--- src/rtl/pc_seq_pkg.sv ---
package pc_seq_pkg;
  localparam int ADDR_W = 16;
  localparam int OFF_W  = 6;

  typedef enum logic [1:0] {
    NEXT_INC  = 2'd0,
    NEXT_REL  = 2'd1,
    NEXT_ABS  = 2'd2
  } nextSel_e;

  typedef struct packed {
    nextSel_e sel;
    logic     doReset;
  } pcStrobe_t;
endpackage

--- src/rtl/pc_seq_ctrl.sv ---
module pc_seq_ctrl
  import pc_seq_pkg::*;
(
  input  logic       rst,
  input  logic       flagNeg,
  input  logic       flagZero,
  input  logic       loadEn,
  input  logic       jumpSel,
  input  logic       condSel,
  output pcStrobe_t  strobe
);
  logic condMet;

  always_comb begin
    condMet = condSel ? flagNeg : flagZero;
    strobe.doReset = rst;
    if (!loadEn)      strobe.sel = NEXT_INC;
    else if (jumpSel) strobe.sel = NEXT_ABS;
    else if (condMet) strobe.sel = NEXT_REL;
    else              strobe.sel = NEXT_INC;
  end
endmodule

--- src/rtl/pc_seq_dp.sv ---
module pc_seq_dp
  import pc_seq_pkg::*;
#(
  parameter int AW = ADDR_W,
  parameter int OW = OFF_W
) (
  input  logic          clk,
  input  logic [15:0]   instr,
  input  logic [AW-1:0] jumpTarget,
  input  pcStrobe_t     strobe,
  output logic [AW-1:0] pcOut
);
  localparam int HALF = OW / 2;

  logic [OW-1:0] offRaw;
  logic [AW-1:0] offExt;
  logic [AW-1:0] pcReg;
  logic [AW-1:0] pcNext;

  assign offRaw = {instr[6+HALF-1:6], instr[HALF-1:0]};
  assign offExt = {{(AW-OW){offRaw[OW-1]}}, offRaw};

  always_comb begin
    unique case (strobe.sel)
      NEXT_REL: pcNext = pcReg + offExt;
      NEXT_ABS: pcNext = jumpTarget;
      default:  pcNext = pcReg + AW'(1);
    endcase
  end

  always_ff @(posedge clk) begin
    if (strobe.doReset) pcReg <= '0;
    else                pcReg <= pcNext;
  end

  assign pcOut = pcReg;
endmodule

--- src/rtl/pc_seq.sv ---
module pc_seq
  import pc_seq_pkg::*;
(
  input  logic        clk,
  input  logic        rst,
  input  logic [15:0] instr,
  input  logic [15:0] jumpTarget,
  input  logic        flagNeg,
  input  logic        flagZero,
  input  logic        loadEn,
  input  logic        jumpSel,
  input  logic        condSel,
  output logic [15:0] pcOut
);
  pcStrobe_t strobe;

  pc_seq_ctrl ctrl_i (
    .rst(rst), .flagNeg(flagNeg), .flagZero(flagZero),
    .loadEn(loadEn), .jumpSel(jumpSel), .condSel(condSel),
    .strobe(strobe)
  );

  pc_seq_dp #(.AW(16), .OW(6)) dp_i (
    .clk(clk), .instr(instr), .jumpTarget(jumpTarget),
    .strobe(strobe), .pcOut(pcOut)
  );
endmodule

--- config.mk ---
export PLATFORM = sky130hd
export DESIGN_NAME = pc_seq
export DESIGN_NICKNAME = d
export VERILOG_FILES = /design/src/rtl/pc_seq_pkg.sv /design/src/rtl/pc_seq_ctrl.sv /design/src/rtl/pc_seq_dp.sv /design/src/rtl/pc_seq.sv
export SDC_FILE = /design/constraint.sdc
export NUM_CORES = 1
export LEC_CHECK = 0
export BUFFER_PORTS_ARGS = -buffer_cell sky130_fd_sc_hd__buf_2
export CAP_MARGIN = 20
export CORE_ASPECT_RATIO = 1.5
export CORE_MARGIN = 4
export CORE_UTILIZATION = 30
export CTS_BUF_LIST = sky130_fd_sc_hd__clkbuf_8
export CTS_CLUSTER_DIAMETER = 120
export CTS_CLUSTER_SIZE = 28
export DETAILED_ROUTE_END_ITERATION = 6
export PLACE_DENSITY_LB_ADDON = 0.3
export SLEW_MARGIN = 10
export SYNTH_ARGS = -nofsm -noshare
export SYNTH_HDL_FRONTEND = slang
export SYNTH_SLANG_ARGS = --single-unit
export TNS_END_PERCENT = 5
--- constraint.sdc ---
create_clock -name clk -period 10.9 [get_ports clk]
set_clock_uncertainty 0.05 [all_clocks]
set_input_delay 2.18 -clock clk [delete_from_list [all_inputs] [get_ports clk]]
set_output_delay 2.18 -clock clk [all_outputs]
set_load 0.005 [all_outputs]
==> results.py, run 1 <==
metrics = {
    "power": {
        "internal-power_mw": 0.1162,
        "p_leak_nw": 0.7351,
        "power.total_mw": 0.1656,
        "switching_share_pct": 29.81,
        "power_frac_seq_pct": 42.0,
        "vdd_ir_drop_max_mv": 0.04341,
        "pwr-share-comb_pct": 24.9,
        "p_switching_mw": 0.04936,
        "pwr-share-clk_pct": 33.1,
        "cellPowerDensity_nw_per_um2": 99.66,
    },
    "cts": {
        "cts_sinks": 16,
        "cts_tree": "yes",
        "clock_latency_ns": 0.25,
        "cts_root_buffer": "clkbuf_8",
        "cts.path.max_buffers": 2,
        "postCtsHoldBufs": 0,
        "cts_buffers": 3,
        "post_cts_buffers": 0,
        "clk_pin_slew_ns": 0.07,
        "postCtsResizedCells": 0,
        "htreeDepth": 1,
    },
    "floorplan": {
        "initial_core_util_pct": 31.67,
        "dieArea_um2": 5725,
        "rows": 29,
        "die_h_um": 90.69,
        "core_area_um2": 4318,
        "io_pins": 55,
        "die-width_um": 63.13,
    },
    "cells_and_area": {
        "areaGrowthSynthToFinish_pct": 21.50,
        "finalCoreUtilization_pct": 38.48,
        "layout.nets": 254,
        "largest_reg_flops": 16,
        "drive_gt1_share_pct": 27.88,
        "antennaDiodeCount": 0,
    },
    "synth": {
        "avgSynthCellArea_um2": 7.997,
        "ys.warnings.count": 0,
        "synth_top_area_share_pct": 23.42,
        "async_flop_share_pct": 0,
        "yosysTopAreaCell": "dfxtp_1",
        "synth_area_leaders": "dfxtp_1 23%, xnor2_1 5.1%, nor3b_1 4.9%, ha_1 4.6%, mux2i_1 4.4%",
        "synth_cell_types": 45,
        "syn_nets": 216,
        "ys_ff_latch": 16,
        "synth_cells": 171,
        "synth_ff_type": "dfxtp_1",
        "ys_seq_area_share_pct": 23.42,
        "synth_area_um2": 1368,
        "synth-edff-count": 0,
    },
    "outcome": {
        "status": "complete, no violations",
    },
    "sta": {
        "setup_viol": 0,
        "period_minus_slack_ns": 5.540,
        "drv_slew": 0,
        "max_clock_freq_mhz": 180.5,
        "layout_setup_ws_ns": 5.360,
        "slew_headroom_pct": 47.62,
        "timing.setup.tns_ns": 0,
        "rsz0062_at_grt": "false",
        "period_share_pct": 50.82,
        "hold_viol": 0,
        "tightest_slew_ns": 0.7638,
    },
    "route": {
        "routedWlPerCell_um": 14.26,
        "dr.pass1.iters": 4,
        "drc": 0,
        "wl_met1_um": 1512,
        "top_layer_used": "met4",
        "dr_wl_met3_um": 119,
        "drtIter0Drc": 60,
        "wl_um": 3623,
        "viasPerCell": 5.516,
        "ant_nets": 0,
        "met2_wirelength_um": 1926,
        "vias": 1401,
    },
    "global_route": {
        "grt_pass1_wl_um": 6106,
        "grt_usage_pct": 12.99,
        "grt_pass1_vias": 1372,
        "antenna_found_initial": 0,
        "globalRouteOverflowTotal": 0,
        "grt_max_degree": 29,
    },
    "worst_setup_path": {
        "start_kind": "input port",
        "worstSetupEndpointType": "flip-flop",
        "cp.required_ns": 11.05,
        "critPathArrivalTime_ns": 5.69,
        "critPathMaxFanout": 11,
        "critPathKind": "in -> reg",
    },
    "worst_hold_path": {
        "hold_class": "reg -> reg",
    },
    "placement": {
        "hpwl_um": 2735,
        "dp_slack_ns": 4.965,
        "place_congestion": 0.7949,
        "io_buffers": 44,
    },
    "job": {
        "maxCapViolCount": 0,
    },
}
Yosys cell counts (all sizes together) (5+ instances only):
cell,instances
dfxtp,16
nand2,13
clkbuf,10
nor3,9
nor3b,9
o21ai,9
a21oi,8
nand3b,8
nor2,8
xnor2,8
and2,7
mux2i,6
nand3,6
ha,5
kinds of logic (layout without fill, tap and decap cells):
group	count (synthesis)	in the layout	synth area share (%)
multiplexers	7	7	5.215
AO/OA/AOI/OAI	36	36	18.12
buffers and inverters	13	50	4.117
flip-flops	16	16	23.42
adder cells (fa/ha/maj)	6	6	6.038
AND/OR/NAND/NOR	85	85	37.97
XOR/XNOR	8	8	5.124
cell usage in the layout, fill, tap and decap left out, drive strengths merged, types with 3 or more instances in the layout:
cell type,n
nand2,13
a21oi,8
nand2b,3
dfxtp,16
nand3b,8
and2,7
nand3,6
nor3b,9
o21ai,9
a211oi,3
ha,5
clkbuf,4
a211o,3
nor3,9
nor2,8
or4,4
buf,45
nor4,4
and3,4
mux2i,6
xnor2,8
area by class of cell:
type / instances / area, um2
clock buffer: 4 / 55.05
multi-input combinational: 142 / 997.2
inverter: 1 / 3.754
sequential: 16 / 320.3
timing repair buffer: 45 / 227.7
fill: 443 / 2656
tap: 46 / 57.56
critical path, stage by stage:
cell and delay [ns]:
buf_2 0.11, mux2i_1 0.28, nor3b_1 0.61, nand2b_1 0.12, ha_1 0.23, fa_1 0.42
a211oi_1 0.34, o21bai_1 0.33, or4_4 0.58, a2111o_1 0.41, nand3_1 0.06
path summary, 6_finish.rpt:
check / startpoint / endpoint / slack (ns) / depth (start not counted)
setup / recovery: condSel / dp_i.pcOut[12]$_SDFF_PP0_ / 5.36 / 11
hold / removal: dp_i.pcOut[8]$_SDFF_PP0_ / dp_i.pcOut[8]$_SDFF_PP0_ / 0.58 / 2
setup reg to reg: dp_i.pcOut[0]$_SDFF_PP0_ / dp_i.pcOut[12]$_SDFF_PP0_ / 8.11 / 7
hold reg to reg: dp_i.pcOut[8]$_SDFF_PP0_ / dp_i.pcOut[8]$_SDFF_PP0_ / 0.58 / 2
metrics by stage:
stage / hold WS, ns / cells / cell area, um2
after floorplan: 0.5303 / 171 / 1368
after global placement: 0.5638 / 250 / 1607
after detailed placement: 0.5690 / 250 / 1607
after CTS: 0.5840 / 254 / 1662
after global routing: 0.6305 / 254 / 1662
final: 0.5796 / 254 / 1662
layer usage:
layer | global-route usage (%) | vias to the layer above
met1 | 13.88 | 636
li1 | - | 723
met5 | 0 | -
met2 | 25.46 | 33
met4 | 4.236 | 0
met3 | 1.494 | 9
power groups by stage:
stage | clock network [mW] | logic (mW) | registers, mW
2_1_floorplan | 0 | 0.0293 | 0.0686
3_3_place_gp | 0 | 0.0415 | 0.0710
3_5_place_dp | 0 | 0.0417 | 0.0711
4_1_cts | 0.0562 | 0.0419 | 0.0698
5_1_grt | 0.0587 | 0.0470 | 0.0709
6_report | 0.0548 | 0.0412 | 0.0696
Note: power is estimated with default switching activity, not from simulation.
==> run 2: changes to the inputs <==
- clock period: 10.9 -> 4.65 ns (I/O delays scaled with it)
==> results.py, run 2 (same netlist as run 1, synthesis figures left out) <==
metrics = {
    "cts": {
        "cts_buffers": 3,
        "cts_sinks": 16,
        "postCtsHoldBufs": 0,
        "htreeDepth": 1,
        "postCtsResizedCells": 0,
        "cts_root_buffer": "clkbuf_8",
        "cts_tree": "yes",
        "post_cts_buffers": 0,
        "clk_pin_slew_ns": 0.07,
        "clock_latency_ns": 0.26,
        "cts.path.max_buffers": 2,
    },
    "cells_and_area": {
        "areaGrowthSynthToFinish_pct": 23.15,
        "multiInputGateArea_um2": 997.2,
        "most-common-layout-cells": "44 x buf_2, 16 x dfxtp_1, 13 x nand2_1",
        "antennaDiodeCount": 0,
        "area.sequential_um2": 320.3,
        "layout.nets": 257,
        "drive_gt1_share_pct": 28.91,
        "largest_reg_flops": 16,
        "final_common_cell": "buf_2",
        "fill_cells": 467,
    },
    "global_route": {
        "grt_usage_pct": 12.88,
        "grt_max_degree": 29,
        "grt_pass1_vias": 1281,
        "globalRouteOverflowTotal": 0,
        "grt_pass1_wl_um": 5968,
        "antenna_found_initial": 0,
    },
    "worst_hold_path": {
        "hold-path-cell-count": 2,
        "hold_class": "reg -> reg",
        "hold_path_end": "dp_i.pcOut[8]$_SDFF_PP0_",
        "hold_start": "dp_i.pcOut[8]$_SDFF_PP0_",
    },
    "job": {
        "maxCapViolCount": 0,
    },
    "sta": {
        "rsz0062_at_grt": "false",
        "hold_viol": 0,
        "max_clock_freq_mhz": 281.3,
        "period_minus_slack_ns": 3.555,
        "timing.setup.tns_ns": 0,
        "setup_viol": 0,
        "drv_slew": 0,
        "slew_headroom_pct": 46.36,
        "period_share_pct": 76.44,
        "tightest_slew_ns": 0.8047,
    },
    "floorplan": {
        "core_area_um2": 4318,
        "die_h_um": 90.69,
        "io_pins": 55,
        "die-width_um": 63.13,
        "dieArea_um2": 5725,
        "rows": 29,
        "initial_core_util_pct": 31.67,
    },
    "worst_setup_path": {
        "critPathArrivalTime_ns": 3.71,
        "start_kind": "input port",
        "worstSetupEndpointType": "flip-flop",
        "critPathMaxFanout": 5,
        "r2r_end": "dp_i.pcOut[12]$_SDFF_PP0_",
        "critPathKind": "in -> reg",
        "cp.required_ns": 4.80,
        "r2r_setup_slack_ns": 2.11,
        "ff2ff_path_depth": 7,
        "r2r-start": "dp_i.pcOut[0]$_SDFF_PP0_",
    },
    "route": {
        "wl_um": 3666,
        "routedWlPerCell_um": 14.26,
        "drtIter0Drc": 21,
        "drc": 0,
        "vias": 1392,
        "viasPerCell": 5.416,
        "dr.pass1.iters": 4,
        "ant_nets": 0,
    },
    "placement": {
        "place_congestion": 0.7902,
        "hpwl_um": 2769,
        "io_buffers": 44,
    },
    "power": {
        "p_leak_nw": 0.7506,
        "cellPowerDensity_nw_per_um2": 232.0,
        "power.total_mw": 0.3908,
        "vdd_ir_drop_max_mv": 0.1035,
    },
    "outcome": {
        "status": "complete, no violations",
    },
}
## run 2: cell types whose count changed in the layout (fill, tap and decap cells not counted)
cell,previous run,this run
buf_4,1,4
## run 2: final cells by class
class	count	area share (%)
Multi-Input combinational cell	142	59.21
Sequential cell	16	19.02
Timing Repair Buffer	48	14.86
Tap cell	46	3.418
Clock buffer	4	3.269
Inverter	1	0.2229
## run 2: how the worst max path moves through the flow
| stage | cells after the start | endpoint | startpoint |
|---|---|---|---|
| after floorplan | 11 | dp_i.pcOut[12]$_SDFF_PP0_ | condSel |
| after global placement | 12 | dp_i.pcOut[12]$_SDFF_PP0_ | condSel |
| after detailed placement | 12 | dp_i.pcOut[12]$_SDFF_PP0_ | condSel |
| after CTS | 12 | dp_i.pcOut[12]$_SDFF_PP0_ | condSel |
| after global routing | 12 | dp_i.pcOut[12]$_SDFF_PP0_ | condSel |
| final | 12 | dp_i.pcOut[12]$_SDFF_PP0_ | condSel |
## run 2: where the power goes
part,internal (mW),switching (mW)
combinational,0.0507,0.0480
sequential,0.148,0.0151
clock,0.0753,0.0536
total,0.274,0.117
## run 2: layer usage
metal	global-route usage (%)	up-vias	share of wire, %
li1	-	728	-
met5	0	-	0
met2	22.73	36	51
met4	5.893	0	1.7
met1	14.91	623	43
met3	1.993	5	4.4
## run 2: metrics by stage
stage	utilization (%)	setup WS (ns)	instances	instance area, um2	hold WS, ns
6_report	39.00	1.095	257	1684	0.5701
5_1_grt	39.00	0.8861	257	1684	0.6326
4_1_cts	39.00	1.083	257	1684	0.5739
3_5_place_dp	37.73	0.8149	253	1629	0.5659
3_3_place_gp	37.73	0.8176	253	1629	0.5657
2_1_floorplan	-	0.7943	171	1368	0.5303
## run 2: worst max-delay path, cell delays in order
cell and delay, ns:
buf_2 0.11, mux2i_1 0.13, nor3b_1 0.20, buf_4 0.17, nand2b_1 0.06, ha_1 0.20, fa_1 0.41, a211oi_1 0.36
o21bai_1 0.16, or4_4 0.50, a2111o_1 0.41, nand3_1 0.06
